[src/rtl/scl_div_pkg.sv]
`timescale 1ns/1ps
package scl_div_pkg;
    localparam int FDR_W   = 6;
    localparam int FLT_W   = 8;
    localparam int RATIO_W = 16;
    localparam int BSEL_W  = 3;
    localparam int ASEL_W  = 3;
    localparam int B_BASE  = 16;

    typedef struct packed {
        logic [RATIO_W-1:0] half;
        logic [FLT_W-1:0]   flt;
    } div_cfg_t;

    function automatic logic [RATIO_W-1:0] a_value(input logic [ASEL_W-1:0] sel);
        logic [RATIO_W-1:0] v;
        case (sel)
            3'd0:    v = RATIO_W'(10);
            3'd1:    v = RATIO_W'(12);
            3'd2:    v = RATIO_W'(14);
            3'd3:    v = RATIO_W'(16);
            3'd4:    v = RATIO_W'(18);
            3'd5:    v = RATIO_W'(20);
            3'd6:    v = RATIO_W'(24);
            default: v = RATIO_W'(30);
        endcase
        return v;
    endfunction

    function automatic logic [RATIO_W-1:0] full_ratio(input logic [FDR_W-1:0] code,
                                                      input logic [FLT_W-1:0] rate_eff);
        logic [RATIO_W-1:0] b;
        logic [RATIO_W-1:0] a;
        logic [RATIO_W-1:0] q;
        b = RATIO_W'(B_BASE) << code[4:2];
        a = a_value({code[5], code[1:0]});
        q = (RATIO_W'(rate_eff) * RATIO_W'(3)) / b;
        return b * (a + (q << 1));
    endfunction
endpackage

[src/rtl/scl_div_decode.sv]
`timescale 1ns/1ps
module scl_div_decode
    import scl_div_pkg::*;
(
    input  logic [FDR_W-1:0] code,
    input  logic [FLT_W-1:0] rate,
    output div_cfg_t         cfg
);
    logic [FLT_W-1:0]   rate_eff;
    logic [RATIO_W-1:0] ratio;
    logic [RATIO_W-1:0] half_raw;

    always_comb begin
        rate_eff = (rate == '0) ? FLT_W'(1) : rate;
        ratio    = full_ratio(code, rate_eff);
        half_raw = ratio >> 1;
        cfg.half = (half_raw == '0) ? RATIO_W'(1) : half_raw;
        cfg.flt  = rate_eff;
    end
endmodule

[src/rtl/scl_div_ticker.sv]
`timescale 1ns/1ps
module scl_div_ticker #(
    parameter int CNT_W = 16
) (
    input  logic             clk,
    input  logic             rst,
    input  logic             clear,
    input  logic             run,
    input  logic [CNT_W-1:0] period,
    output logic             tick
);
    logic [CNT_W-1:0] cnt;
    logic             at_end;

    assign at_end = (cnt == period - CNT_W'(1));
    assign tick   = run && at_end;

    always_ff @(posedge clk) begin
        if (rst || clear) begin
            cnt <= '0;
        end else if (run) begin
            cnt <= at_end ? '0 : cnt + CNT_W'(1);
        end
    end


    cnt_in_range_chk: assert property (@(posedge clk) disable iff (rst)
        run |-> (cnt < period));
endmodule

[src/rtl/scl_div_gen.sv]
`timescale 1ns/1ps
module scl_div_gen
    import scl_div_pkg::*;
(
    input  logic             clk,
    input  logic             rst,
    input  logic             enable,
    input  logic [FDR_W-1:0] fdr_code,
    input  logic [FLT_W-1:0] flt_rate,
    output logic             half_tick,
    output logic             flt_strobe,
    output logic             ready
);
    div_cfg_t cfg_next;
    div_cfg_t cfg_q;
    logic     en_q;
    logic     ready_q;
    logic     rise;
    logic     run;
    logic     clear;

    scl_div_decode u_decode (
        .code (fdr_code),
        .rate (flt_rate),
        .cfg  (cfg_next)
    );

    assign rise  = enable && !en_q;
    assign run   = enable && ready_q;
    assign clear = !enable || rise;
    assign ready = ready_q;

    always_ff @(posedge clk) begin
        if (rst) begin
            en_q     <= 1'b0;
            ready_q  <= 1'b0;
            cfg_q    <= '{half: RATIO_W'(1), flt: FLT_W'(1)};
        end else begin
            en_q <= enable;
            if (rise) begin
                cfg_q   <= cfg_next;
                ready_q <= 1'b1;
            end else if (!enable) begin
                ready_q <= 1'b0;
            end
        end
    end

    scl_div_ticker #(.CNT_W(RATIO_W)) u_half (
        .clk    (clk),
        .rst    (rst),
        .clear  (clear),
        .run    (run),
        .period (cfg_q.half),
        .tick   (half_tick)
    );

    scl_div_ticker #(.CNT_W(FLT_W)) u_flt (
        .clk    (clk),
        .rst    (rst),
        .clear  (clear),
        .run    (run),
        .period (cfg_q.flt),
        .tick   (flt_strobe)
    );


    ready_fall_chk: assert property (@(posedge clk) disable iff (rst)
        !enable |=> !ready);

    ready_rise_chk: assert property (@(posedge clk) disable iff (rst)
        (enable && !en_q) |=> ready);

    strobes_gated_chk: assert property (@(posedge clk) disable iff (rst)
        (half_tick || flt_strobe) |-> (enable && ready));

    cfg_hold_chk: assert property (@(posedge clk) disable iff (rst)
        (ready && $past(ready)) |-> $stable(cfg_q));

    flt_nonzero_chk: assert property (@(posedge clk) disable iff (rst)
        ready |-> (cfg_q.flt != '0));
endmodule

[config.mk]
export PLATFORM = sky130hd
export DESIGN_NAME = scl_div_gen
export DESIGN_NICKNAME = d
export VERILOG_FILES = /design/src/rtl/scl_div_pkg.sv /design/src/rtl/scl_div_decode.sv /design/src/rtl/scl_div_ticker.sv /design/src/rtl/scl_div_gen.sv
export SDC_FILE = /design/constraint.sdc
export NUM_CORES = 1
export LEC_CHECK = 0
export BUFFER_PORTS_ARGS = -buffer_cell sky130_fd_sc_hd__buf_2
export CAP_MARGIN = 20
export CORE_MARGIN = 2
export CORE_UTILIZATION = 59
export DETAILED_ROUTE_END_ITERATION = 7
export PLACE_DENSITY = 0.86
export SETUP_SLACK_MARGIN = 0.2
export SLEW_MARGIN = 20
export SYNTH_ARGS = -nofsm -noshare
export SYNTH_HDL_FRONTEND = slang
export SYNTH_SLANG_ARGS = --single-unit
[constraint.sdc]
create_clock -name clk -period 25.3 [get_ports clk]
set_clock_uncertainty 0.2 [all_clocks]
set_input_delay 5.06 -clock clk [delete_from_list [all_inputs] [get_ports clk]]
set_output_delay 5.06 -clock clk [all_outputs]
set_load 0.01 [all_outputs]
[Word level (Yosys, flattened, before mapping)]
Cells that the tools add are included.
Cells by class
  $mul: 2
  eq/ne operators: 9
  mux-type cells: 7
  add/subtract/negate cells: 5
  shift operators: 1
  reduce and logical (&&, ||, !) cells: 11
  divide/modulo/power cells: 1
Operator list (number)
  case mux 5 bit (7 select lines): 1
  adder 16 x 1 -> 16 bit (second input constant): 1
  adder 5 x 16 -> 16 bit: 1
  divider 10 x 16 -> 16 bit: 1
  equality test 16 bit: 1
  logical NOT 16 bit: 1
  multiplier 16 x 16 -> 16 bit: 1
  2-to-1 mux 16 bit: 1
  2-to-1 mux 8 bit: 2
  << shifter 5 x 3 -> 16 bit (first input constant): 1
  subtractor 16 x 1 -> 16 bit (second input constant): 1
  2-to-1 mux 15 bit: 1
  multiplier 8 x 2 -> 10 bit (second input constant): 1
  equality test 3 bit (second input constant): 3
  adder 8 x 1 -> 8 bit (second input constant): 1
  equality test 8 bit: 1
  logical NOT 8 bit: 1
  subtractor 8 x 1 -> 8 bit (second input constant): 1
  equality test 3 x 2 -> 1 bit (second input constant): 2
  logical AND 1 bit: 4
  equality test 3 x 1 -> 1 bit (second input constant): 1
  logical NOT 3 bit: 1
  logical NOT 1 bit: 2
  logical OR 1 bit: 2
  2 further kinds: 3
Storage, ports and cells
  input port bits: 17
  bits in registers: 50
  output and inout bits: 3

[Depth between registers and ports, before layout]
  word-level depth: 8
  depth in mapped cells: 119
  depth with buffers taken out: 114

[By module]
Synthesis repeated with hierarchy kept, for this count alone.
Second synthesis, totals
  cell total of the unflattened synthesis: 1103
  area, all modules: 9062.4 um^2
Modules (own cells, without submodules)
  scl_div_decode: sequential area each 0.0 um^2, instances 1, area each 5891.9 um^2, cells an instance 750
  scl_div_ticker (u_half): sequential area each 320.3 um^2, instances 1, area each 1248.7 um^2, cells an instance 153
  scl_div_gen: sequential area each 520.5 um^2, instances 1, area each 1199.9 um^2, cells an instance 116
  scl_div_ticker (u_flt): sequential area each 160.2 um^2, instances 1, area each 721.9 um^2, cells an instance 84

[Worst setup path after synthesis]
Ideal clock, no wire load.
  kind: input -> register
  from: input port fdr_code[3]
  to: register cfg_q[8] (netlist name)
  path slack: -1.550 ns
  stages on the path: 108
  setup time: 0.122 ns
  required time: 24.978 ns
  arrival time: 26.528 ns
  buffers on the path: 6
  cell sequence: buf_2 -> nor2b_1 -> nand2_1 -> ha_1 -> o211ai_1 -> a21oi_1 -> mux2i_1 -> inv_1 -> ha_1 -> or3_1 -> o221a_2 -> nand3_1 -> o21ai_0 -> ha_1 -> or3_1 -> o221ai_2 -> a21o_1 -> buf_6 -> (+72 left out) -> fa_1 -> inv_1 -> fa_1 -> inv_1 -> ha_1 -> ha_1 -> inv_1 -> fa_1 -> fa_1 -> inv_1 -> ha_1 -> a21oi_1 -> o21bai_1 -> a21oi_1 -> xnor2_1 -> xnor2_1 -> xnor2_1 -> a221o_1
Between the ends
  word-level cells in the longest chain between the ends: 6
Ends and longest elaborated chain
  start: declaration: line scl_div_gen.sv:8  | input logic [FDR_W-1:0] fdr_code,
  << shifter 5 x 3 -> 16 bit *: line scl_div_pkg.sv:35  | b = RATIO_W'(B_BASE) << code[4:2];
  divider 10 x 16 -> 16 bit: line scl_div_pkg.sv:37  | q = (RATIO_W'(rate_eff) * RATIO_W'(3)) / b;
  adder 5 x 16 -> 16 bit: line scl_div_pkg.sv:38  | return b * (a + (q << 1));
  multiplier 16 x 16 -> 16 bit *: line scl_div_pkg.sv:38
  logical NOT 16 bit: line scl_div_decode.sv:17  | cfg.half = (half_raw == '0) ? RATIO_W'(1) : half_raw;
  2-to-1 mux 15 bit *: line scl_div_decode.sv:17
  end signal: assignment: line scl_div_gen.sv:37  | cfg_q <= '{half: RATIO_W'(1), flt: FLT_W'(1)};
  end signal: assignment: line scl_div_gen.sv:41  | cfg_q <= cfg_next;
  end: declaration: line scl_div_gen.sv:15  | div_cfg_t cfg_q;
Mark *: on every way between the ends. The rest lies on a longest branch, timed or not.
A chain may end at the register's enable or synchronous reset.

[Worst setup path in the final report]
Ends and elaborated chain as after synthesis.

==> metrics.md <==
| Metric | Value |
|---|---|
| Status | `finished, violations left` |
| Failing checks | `negative setup slack` |
| Tightest Pin Transition | `0.854 ns` |
| Inserted Clock Buffers | `5` |
| Rows | `42` |
| Dpl cells | `1,225` |
| Commonest non-fill, non-tap cells in the layout | `nor2_1, ha_1, buf_4` |
| Final non-filler cell total | `1,288` |
| Slowest stage delay, CP | `0.60 ns` |
| Final #Nets | `1,281` |
| Fin. Hold Viols | `0` |
| Via Count | `7,993` |
| FMAX | `38.5 MHz` |
| Post-placement cell area | `8810 um2` |
| Worst Setup End Kind | `flop` |
| Initial Util | `0.600` |
| Area grow syn2layout | `24.2%` |
| Clock slew at reported path FFs | `0.07 ns` |
| Sequential fraction of the synthesis area | `0.117` |
| Number of synthesized flops with an enable pin | `0` |
| Initial DRC count | `625` |
| Crit path DAT | `25.94 ns` |
| Mapped Avg Cell Area | `7.82 um2` |
| Final worst setup slack | `-0.662 ns` |
| Buffers & Inverters on Critical Path | `11` |
| Wire per inst | `18.3 um` |
| Endpoints failing setup | `4` |
| Routed Wire Length | `23,500 um` |
| Die area | `14,300 um2` |
| Setup CP Type | `in -> reg` |
| Die Ht | `120 um` |
| Crit-path slowest cell | `fa_1` |
| Total core area | `13,100 um2` |
| Post-DP HPWL | `15,000 um` |
| Slew Limit Fails | `0` |
| CTS sink cnt | `46` |
| Root Buffer | `clkbuf_16` |
| Crit Path Max Fanout | `7` |
| Htree depth | `2` |
| TritonCTS clock tree | `built` |
| Largest net degree at the start of global routing | `22` |
| Cell mode on critical path | `o21a_1` |
| Gpl congestion | `0.871` |
| Register bit total from synthesis | `46` |
| Post-route cell area | `9780 um2` |
| DRT Pass-1 Iters | `5` |
| RSZ-0062 raised after global routing | `yes` |
| Grt total ovfl | `0` |
| Synth Flop Type | `dfxtp_1` |
| Hold Startpoint | `cfg_q[1]$_SDFFE_PP0P_` |
| Number of global-route vias before repair | `7,595` |
| Later-pin clock latency in the skew report | `0.29 ns` |
| Post-route ant nets | `0` |
| # IOs | `20` |
| CP Data Required Time | `25.28 ns` |
| First-pass GRT wire length | `34,300 um` |
| Slew Limit Headroom | `0.430` |
| Gr usage total | `0.284` |
| Commonest non-fill, non-tap cell in the layout | `nor2_1` |
| Mapped cell area | `7880 um2` |
| Vias per Instance | `6.21` |
| Final core utilization | `0.745` |
| Cell count after synthesis | `1,008` |
| Share of post-route cells with drive strength above 1 | `0.249` |
| CP delay by family, top | `compound AO/OA/AOI/OAI gates` |
| Critical R2R Launch | `cfg_q[8]$_SDFFE_PP1P_` |
| Initial antenna violation count | `0` |
| Chip width | `120 um` |
| Share of async-settable or async-resettable flops after synthesis | `0` |
| Drc violations | `0` |
| # diodes | `0` |
| Setup_tns | `-1.56 ns` |
| Synth unique cells | `73` |
| Hold Buf Count CTS | `0` |
| Worst setup SP type | `primary input` |
| Synth warnings | `0` |
| HP Class | `reg -> reg` |
| Max-cap violations | `0` |
| Maximum clock insertion buffer count | `2` |
| I/O Buffers | `19` |
| CP Launch Point | `fdr_code[3]` |
| Tmin final | `25.96 ns` |
| Final critical-path share of the clock period | `1.03` |
synthesized netlist by cell type, drive strengths merged (14+ instances only):
master  count  area [um2]
nor3       39         200
or2        14        87.6
nand2      86         323
o21ai      26         130
fa         29         581
xnor2      56         490
dfxtp      46         921
a21o       23         173
clkbuf     19        71.3
nor2      122         458
o21a       26         195
a21oi      62         310
or3        15        93.8
mux2       20         240
nand3      28         140
inv        67         251
xor2       44         385
ha        124        1550
through the flow:
stage	setup WS [ns]	hold WS [ns]
floorplan	0.201	0.245
global placement	-0.0859	0.256
detailed placement	-0.668	0.262
CTS	0.203	0.270
global route	-1.41	0.294
finish	-0.662	0.266
tightest hold or removal path, stage by stage (launching register included):
cell and delay, ns:
dfxtp_1 0.32, nand2_1 0.05, a21oi_1 0.05
layer usage:
metal,up-vias,global-route usage,part of all wire
met1,3766,0.358,0.40
li1,3757,-,-
met2,351,0.514,0.49
met4,0,0.0765,0.048
met3,119,0.0328,0.063
met5,-,0,0
final cells by class:
| class | count | area, um2 |
|---|---|---|
| Clock buffer | 7 | 153 |
| Clock inverter | 1 | 8.76 |
| Sequential cell | 46 | 921 |
| Inverter | 67 | 259 |
| Multi-Input combinational cell | 874 | 7370 |
| Tap cell | 176 | 220 |
| Timing Repair Buffer | 117 | 855 |
| Fill cell | 866 | 3350 |
worst paths after layout:
path                                               endpoint  slack, ns  depth (start not counted)
worst max-delay path                  cfg_q[8]$_SDFFE_PP1P_      -0.66                        109
worst min-delay path                  cfg_q[1]$_SDFFE_PP0P_       0.27                          2
worst max register to register  u_half.cnt[13]$_SDFFE_PP0P_      22.15                          9
worst min register to register        cfg_q[1]$_SDFFE_PP0P_       0.27                          2
logic make-up after synthesis:
| family | share of synthesized area |
|---|---|
| xor+xnor | 0.111 |
| other cells | 0.000476 |
| fa+ha+maj | 0.272 |
| buf+inv | 0.0473 |
| compound gates | 0.185 |
| mux | 0.0419 |
| flops | 0.117 |
| simple gates | 0.225 |
timing repair:
item                       4_1_cts  5_1_grt
gates cloned                     0        0
resized for setup               15       69
setup endpoints to repair        3        7
hold endpoints to repair         0        0
pin swaps                       32      114
buffers inserted                19       36
sequential cells by signal (all words and copies together), names as in the netlist:
register,count
cfg_q,20
en_q,1
ready,1
u_flt.cnt,8
u_half.cnt,16
Power is left out: the tool's default activity adds up to more than one toggle a clock period on the data nets, which glitch-free logic cannot reach.
